`src/rtl/fcm_pkg.sv`:
```
package fcm_pkg;
  localparam int NBANDS = 2;

  typedef enum logic [1:0] {
    MODE_BOTH    = 2'b00,
    MODE_LF_ONLY = 2'b01,
    MODE_HF_ONLY = 2'b10,
    MODE_BOTH_B  = 2'b11
  } bandMode_e;

  typedef struct packed {
    logic restart;  // clear baselines and counters
    logic hold;     // request cycle: readings dropped
    logic lfOn;     // LF band monitored
    logic hfOn;     // HF band monitored
  } ctlStrobe_t;
endpackage

```
`src/rtl/fcm_control.sv`:
```
module fcm_control
  import fcm_pkg::*;
(
  input  logic       clk,
  input  logic       rstN,
  input  logic       startReq,
  input  logic       stopReq,
  input  logic [1:0] bandMode,
  output ctlStrobe_t strb
);
  logic      runQ;
  bandMode_e modeQ;

  always_ff @(posedge clk or negedge rstN) begin
    if (!rstN) begin
      runQ  <= 1'b0;
      modeQ <= MODE_BOTH;
    end else if (stopReq) begin
      runQ  <= 1'b0;
    end else if (startReq) begin
      runQ  <= 1'b1;
      modeQ <= bandMode_e'(bandMode);
    end
  end

  always_comb begin
    strb.restart = startReq && !stopReq;
    strb.hold    = startReq || stopReq;
    strb.lfOn    = runQ && (modeQ != MODE_HF_ONLY);
    strb.hfOn    = runQ && (modeQ != MODE_LF_ONLY);
  end
endmodule

```
`src/rtl/fcm_band.sv`:
```
module fcm_band #(
  parameter int SAMPLE_W = 10,
  parameter int CNT_W    = 16,
  parameter int THRESH   = 10
) (
  input  logic                clk,
  input  logic                rstN,
  input  logic                clear,
  input  logic                accept,
  input  logic [SAMPLE_W-1:0] sample,
  output logic                present,
  output logic                evtFire,
  output logic [SAMPLE_W-1:0] evtOld,
  output logic [SAMPLE_W-1:0] evtNew,
  output logic [CNT_W-1:0]    evtCount
);
  localparam int DIFF_W = SAMPLE_W + 1;
  localparam logic [DIFF_W-1:0] THR = DIFF_W'(THRESH);
  localparam logic [CNT_W-1:0] CNT_MAX = '1;

  logic                haveBaseQ;
  logic [SAMPLE_W-1:0] baseQ, refQ;
  logic [CNT_W-1:0]    cntQ, cntNext;
  logic [DIFF_W-1:0]   readDiff, presDiff;

  function automatic logic [DIFF_W-1:0] absDiff(input logic [SAMPLE_W-1:0] a,
                                                input logic [SAMPLE_W-1:0] b);
    logic [DIFF_W-1:0] ea, eb;
    ea = {1'b0, a};
    eb = {1'b0, b};
    return (ea >= eb) ? (ea - eb) : (eb - ea);
  endfunction

  always_comb begin
    readDiff = absDiff(sample, refQ);
    presDiff = absDiff(refQ, baseQ);
    cntNext  = (cntQ == CNT_MAX) ? cntQ : cntQ + 1'b1;
    evtFire  = accept && haveBaseQ && (readDiff > THR);
    evtOld   = refQ;
    evtNew   = sample;
    evtCount = cntNext;
    present  = haveBaseQ && (presDiff > THR);
  end

  always_ff @(posedge clk or negedge rstN) begin
    if (!rstN) begin
      haveBaseQ <= 1'b0;
      baseQ     <= '0;
      refQ      <= '0;
      cntQ      <= '0;
    end else if (clear) begin
      haveBaseQ <= 1'b0;
      cntQ      <= '0;
    end else if (accept) begin
      if (!haveBaseQ) begin
        haveBaseQ <= 1'b1;
        baseQ     <= sample;
        refQ      <= sample;
        cntQ      <= '0;
      end else if (evtFire) begin
        refQ <= sample;
        cntQ <= '0;
      end else begin
        cntQ <= cntNext;
      end
    end
  end
endmodule

```
`src/rtl/fcm_datapath.sv`:
```
module fcm_datapath
  import fcm_pkg::*;
#(
  parameter int SAMPLE_W = 10,
  parameter int CNT_W    = 16,
  parameter int THRESH   = 10
) (
  input  logic                clk,
  input  logic                rstN,
  input  ctlStrobe_t          strb,
  input  logic [SAMPLE_W-1:0] lfSample,
  input  logic                lfValid,
  input  logic [SAMPLE_W-1:0] hfSample,
  input  logic                hfValid,
  output logic                lfPresent,
  output logic                hfPresent,
  output logic                evtValid,
  output logic                evtBand,
  output logic [SAMPLE_W-1:0] evtOldRef,
  output logic [SAMPLE_W-1:0] evtNewRead,
  output logic [CNT_W-1:0]    evtCount
);
  logic [NBANDS-1:0][SAMPLE_W-1:0] smp, bOld, bNew;
  logic [NBANDS-1:0][CNT_W-1:0]    bCnt;
  logic [NBANDS-1:0]               onVec, vld, acc, fire, pres;

  assign smp   = {hfSample, lfSample};
  assign vld   = {hfValid, lfValid};
  assign onVec = {strb.hfOn, strb.lfOn};

  for (genvar b = 0; b < NBANDS; b++) begin : g_band
    assign acc[b] = vld[b] && onVec[b] && !strb.hold;
    fcm_band #(.SAMPLE_W(SAMPLE_W), .CNT_W(CNT_W), .THRESH(THRESH)) u_band (
      .clk      (clk),
      .rstN     (rstN),
      .clear    (strb.restart),
      .accept   (acc[b]),
      .sample   (smp[b]),
      .present  (pres[b]),
      .evtFire  (fire[b]),
      .evtOld   (bOld[b]),
      .evtNew   (bNew[b]),
      .evtCount (bCnt[b])
    );
  end

  assign lfPresent = pres[0] && onVec[0];
  assign hfPresent = pres[1] && onVec[1];

  // Event merge: LF takes the output, a coincident HF event waits one cycle.
  logic                holdValQ;
  logic [SAMPLE_W-1:0] holdOldQ, holdNewQ;
  logic [CNT_W-1:0]    holdCntQ;

  always_ff @(posedge clk or negedge rstN) begin
    if (!rstN) begin
      evtValid   <= 1'b0;
      evtBand    <= 1'b0;
      evtOldRef  <= '0;
      evtNewRead <= '0;
      evtCount   <= '0;
      holdValQ   <= 1'b0;
      holdOldQ   <= '0;
      holdNewQ   <= '0;
      holdCntQ   <= '0;
    end else if (holdValQ) begin
      evtValid   <= 1'b1;
      evtBand    <= 1'b1;
      evtOldRef  <= holdOldQ;
      evtNewRead <= holdNewQ;
      evtCount   <= holdCntQ;
      holdValQ   <= 1'b0;
    end else if (fire[0]) begin
      evtValid   <= 1'b1;
      evtBand    <= 1'b0;
      evtOldRef  <= bOld[0];
      evtNewRead <= bNew[0];
      evtCount   <= bCnt[0];
      holdValQ   <= fire[1];
      holdOldQ   <= bOld[1];
      holdNewQ   <= bNew[1];
      holdCntQ   <= bCnt[1];
    end else if (fire[1]) begin
      evtValid   <= 1'b1;
      evtBand    <= 1'b1;
      evtOldRef  <= bOld[1];
      evtNewRead <= bNew[1];
      evtCount   <= bCnt[1];
    end else begin
      evtValid   <= 1'b0;
    end
  end
endmodule

```
`src/rtl/field_change_monitor.sv`:
```
module field_change_monitor
  import fcm_pkg::*;
#(
  parameter int SAMPLE_W = 10,
  parameter int CNT_W    = 16,
  parameter int THRESH   = 10
) (
  input  logic                clk,
  input  logic                rstN,
  input  logic                startReq,
  input  logic                stopReq,
  input  logic [1:0]          bandMode,
  input  logic [SAMPLE_W-1:0] lfSample,
  input  logic                lfValid,
  input  logic [SAMPLE_W-1:0] hfSample,
  input  logic                hfValid,
  output logic                lfPresent,
  output logic                hfPresent,
  output logic                evtValid,
  output logic                evtBand,
  output logic [SAMPLE_W-1:0] evtOldRef,
  output logic [SAMPLE_W-1:0] evtNewRead,
  output logic [CNT_W-1:0]    evtCount
);
  ctlStrobe_t ctlStrb;

  fcm_control u_control (
    .clk      (clk),
    .rstN     (rstN),
    .startReq (startReq),
    .stopReq  (stopReq),
    .bandMode (bandMode),
    .strb     (ctlStrb)
  );

  fcm_datapath #(.SAMPLE_W(SAMPLE_W), .CNT_W(CNT_W), .THRESH(THRESH)) u_datapath (
    .clk        (clk),
    .rstN       (rstN),
    .strb       (ctlStrb),
    .lfSample   (lfSample),
    .lfValid    (lfValid),
    .hfSample   (hfSample),
    .hfValid    (hfValid),
    .lfPresent  (lfPresent),
    .hfPresent  (hfPresent),
    .evtValid   (evtValid),
    .evtBand    (evtBand),
    .evtOldRef  (evtOldRef),
    .evtNewRead (evtNewRead),
    .evtCount   (evtCount)
  );
endmodule

```
`config.mk`:
```
export PLATFORM = sky130hd
export DESIGN_NAME = field_change_monitor
export DESIGN_NICKNAME = d
export VERILOG_FILES = /design/src/rtl/fcm_pkg.sv /design/src/rtl/fcm_control.sv /design/src/rtl/fcm_band.sv /design/src/rtl/fcm_datapath.sv /design/src/rtl/field_change_monitor.sv
export SDC_FILE = /design/constraint.sdc
export NUM_CORES = 1
export LEC_CHECK = 0
export BUFFER_PORTS_ARGS = -buffer_cell sky130_fd_sc_hd__buf_2
export CORE_ASPECT_RATIO = 0.7
export CORE_MARGIN = 8
export CORE_UTILIZATION = 55
export CTS_CLUSTER_SIZE = 24
export DETAILED_ROUTE_END_ITERATION = 8
export PLACE_DENSITY = 0.69
export SETUP_SLACK_MARGIN = 0.4
export SYNTH_ARGS = -nofsm -noshare
export SYNTH_HDL_FRONTEND = slang
export SYNTH_SLANG_ARGS = --single-unit
```
`constraint.sdc`:
```
create_clock -name clk -period 10.6 [get_ports clk]
set_clock_uncertainty 0.1 [all_clocks]
set_input_delay 1.06 -clock clk [delete_from_list [all_inputs] [get_ports clk]]
set_output_delay 1.06 -clock clk [all_outputs]
set_load 0.02 [all_outputs]
```
==> reports/qor.csv <==
stage;metric;value;unit
synth;synthesized area per cell;8.85;sq um
power;Power Density;220;nW/um^2
power;Peak VDD IR;129;uV
power;P_leak;5.62;nW
synth;YS warnings;0;
sta;fin crit share;50.4;%
critical_path;Worst Path Arrival;4180;ps
grt;GRT Total Usage;24.9;%
sta;Fmax;0.187;GHz
run;max cap viols;0;
synth;Synth Cell Area;10900;sq um
synth;Yosys cell types;91;
cells_and_area;Layout Utilization;60.7;%
sta;Min Hold Slack;380;ps
cells_and_area;share of cells above drive strength 1;11.5;%
synth;EDFF count, synth;0;
power;switching share of total power;41.6;%
clock_tree;CTS tree;yes;
sta;slew at the pin closest to its max-slew limit;918;ps
cells_and_area;area growth from synthesis to layout;8.92;%
critical_path;critical setup path kind;reg2out;
sta;fin crit period;5340;ps
cells_and_area;# diodes;0;
floorplan;die width;185;microns
floorplan;die height;134;microns
clock_tree;Max clock buf depth;2;
clock_tree;root buffer cell;clkbuf_16;
sta;RSZ-0062 raised after global routing;no;
floorplan;# rows;43;
sta;final setup violation count;0;
clock_tree;worst skew pair latency;430;ps
sta;Slew Viols, Final;0;
sta;Setup TNS;0;ps
cells_and_area;commonest non-fill, non-tap cell in the layout;dfrtp_1;
clock_tree;postcts setup bufs;0;
drt;total wire length;30.5;mm
floorplan;core area;19600;sq um
grt;antenna violations before repair;0;
place;worst slack at placement;5510;ps
clock_tree;CTS buffer count;17;
sta;Rel. slew slack;38.3;%
place;Placement Cell Area;11300;sq um
floorplan;die area;24700;sq um
power;P_sw;1.09;mW
cells_and_area;# nets final;1388;
synth;Yosys top cell by area;dfrtp_1;
sta;final worst slack;5260;ps
synth;asr flop ratio synth;100;%
synth;Post-synth top flop;dfrtp_1;
critical_path;CP max FO;16;
place;Placer Congestion;0.910;
drt;number of remaining DRC errors;0;
cells_and_area;commonest cells after routing, fill and taps aside;152 x dfrtp_1, 145 x nand2_1, 112 x o21ai_0;
place;HPWL after detailed placement;22.8;mm
min_path;Min-Delay Path Class;reg2reg;
clock_tree;Post-CTS Resized;0;
synth;flops & latches, synth;152;
clock_tree;CTS sink count;152;
critical_path;startpoint types;flop;
synth;top-area cell type share of the netlist area;34.8;%
critical_path;worst path required time;9440;ps
synth;Syn Nets;1355;
grt;GRT overflow;0;
synth;Synth area leaders;dfrtp_1 35%, ha_1 9.4%, o21ai_0 5.1%;
synth;post-synthesis instance total;1237;
grt;first-pass GRT wire length;48.3;mm
critical_path;r2r setup slk;6260;ps
power;Flop pwr share;29.7;%
drt;ANT nets after route;0;
drt;first-pass iteration count of the detailed router;5;
run_status;status;finished, final reports clean;
power;Cell Int Power;1.53;mW
drt;detailed-route wire length per cell;19.6;microns
floorplan;Starting Density;55.7;%
drt;Iteration-0 DRC Markers;959;
synth;register area share after synthesis;34.8;%
grt;largest net degree at the start of global routing;86;
power;Logic pwr share;47.3;%
grt;vias in the first global route;8576;
clock_tree;clock slew at reported path FFs;60;ps
floorplan;IO Pins;68;
sta;Hold Vio Cnt, Final;0;
drt;via count;9423;
place;PortBufs;67;
critical_path;Worst setup EP type;output pin;
cells_and_area;fin area;11900;sq um
clock_tree;# hold bufs at CTS;0;
clock_tree;H-tree depth;4;
power;clock share of power;23.1;%
drt;drt via density;6.07;
## path summary, 6_finish.rpt
kind                                                                          to  cells after the start                                               from
worst max-delay path                                                   hfPresent                     12  u_datapath.g_band[1].u_band.evtOld[2]$_DFFE_PN0P_
worst min-delay path                         u_datapath.holdCntQ[14]$_DFFE_PN0P_                      2                u_datapath.holdCntQ[14]$_DFFE_PN0P_
worst max register to register                u_datapath.evtCount[2]$_DFFE_PN0P_                     12  u_datapath.g_band[0].u_band.evtOld[4]$_DFFE_PN0P_
worst min register to register               u_datapath.holdCntQ[14]$_DFFE_PN0P_                      2                u_datapath.holdCntQ[14]$_DFFE_PN0P_
max in group asynchronous                     u_datapath.holdNewQ[5]$_DFFE_PN0P_                      2                                               rstN
min in group asynchronous       u_datapath.g_band[1].u_band.baseQ[1]$_DFFE_PN0P_                      1                                               rstN
## critical path: stages (launching register included)
cell and delay (ps):
dfrtp_1 450, ha_1 420, nand2_1 80, o21ai_0 340, a221o_1 310, a21bo_1 520, mux2_2 430, a31oi_4 200
o211ai_1 120, xor2_1 160, a311o_1 310, o211a_1 240, buf_2 170
## registers in the layout, summed over array words and instances (netlist names)
name,count
u_datapath.g_band.u_band.baseQ,20
u_datapath.holdOldQ,10
u_datapath.evtValid,1
u_control.modeQ,2
u_datapath.holdValQ,1
u_datapath.g_band.u_band.haveBaseQ,2
u_datapath.evtBand,1
u_control.runQ,1
u_datapath.holdCntQ,16
u_datapath.evtNewRead,10
u_datapath.evtOldRef,10
u_datapath.evtCount,16
u_datapath.holdNewQ,10
u_datapath.g_band.u_band.cntQ,32
u_datapath.g_band.u_band.evtOld,20
## metrics by stage
step | std cells | power [mW]
floorplan | 1237 | 1.69
global placement | 1521 | 1.99
detailed placement | 1521 | 2.00
CTS | 1553 | 2.61
global route | 1553 | 2.79
finish | 1553 | 2.62
## cell type report
type | instances | area (sq um)
timing repair buffer | 75 | 402
multi-input combinational | 936 | 6470
clock inverter | 12 | 124
tap | 270 | 338
sequential | 152 | 3800
inverter | 88 | 330
clock buffer | 20 | 447
fill | 1738 | 7720
## cells by family after synthesis
logic type	count (synthesis)	synth area share, %
adder cells (fa/ha/maj)	90	10.8
buffers and inverters	149	6.13
AO/OA/AOI/OAI	393	23.1
multiplexers	65	6.09
flip-flops	152	34.8
AND/OR/NAND/NOR	347	15.8
XOR/XNOR	41	3.28
## power groups by stage
stage	registers, mW	logic [mW]	clock network [mW]
2_1_floorplan	0.789	0.898	0
3_3_place_gp	0.781	1.21	0
3_5_place_dp	0.783	1.22	0
4_1_cts	0.774	1.22	0.613
5_1_grt	0.786	1.37	0.637
6_report	0.776	1.24	0.604
## Yosys cell counts, drive strengths merged, types with 19 or more instances
| master | instances |
|---|---|
| a21o | 19 |
| a21oi | 75 |
| a22oi | 23 |
| a31oi | 21 |
| and3 | 19 |
| buf | 33 |
| clkbuf | 28 |
| dfrtp | 152 |
| ha | 82 |
| inv | 88 |
| mux2i | 52 |
| nand2 | 146 |
| nand3 | 32 |
| nor2 | 40 |
| o21ai | 143 |
| xnor2 | 21 |
| xor2 | 20 |
## metal layers
metal / global-route usage [%] / up-vias / wire length [microns] / part of all wire [%]
met5: 0 / - / 0 / 0
met4: 5.27 / 0 / 369 / 1.2
met3: 7.46 / 28 / 2760 / 9.0
met2: 33.7 / 362 / 12500 / 41
met1: 37.9 / 4545 / 14900 / 49
li1: - / 4488 / - / -
No activity file was read; power rests on OpenSTA's default activity.
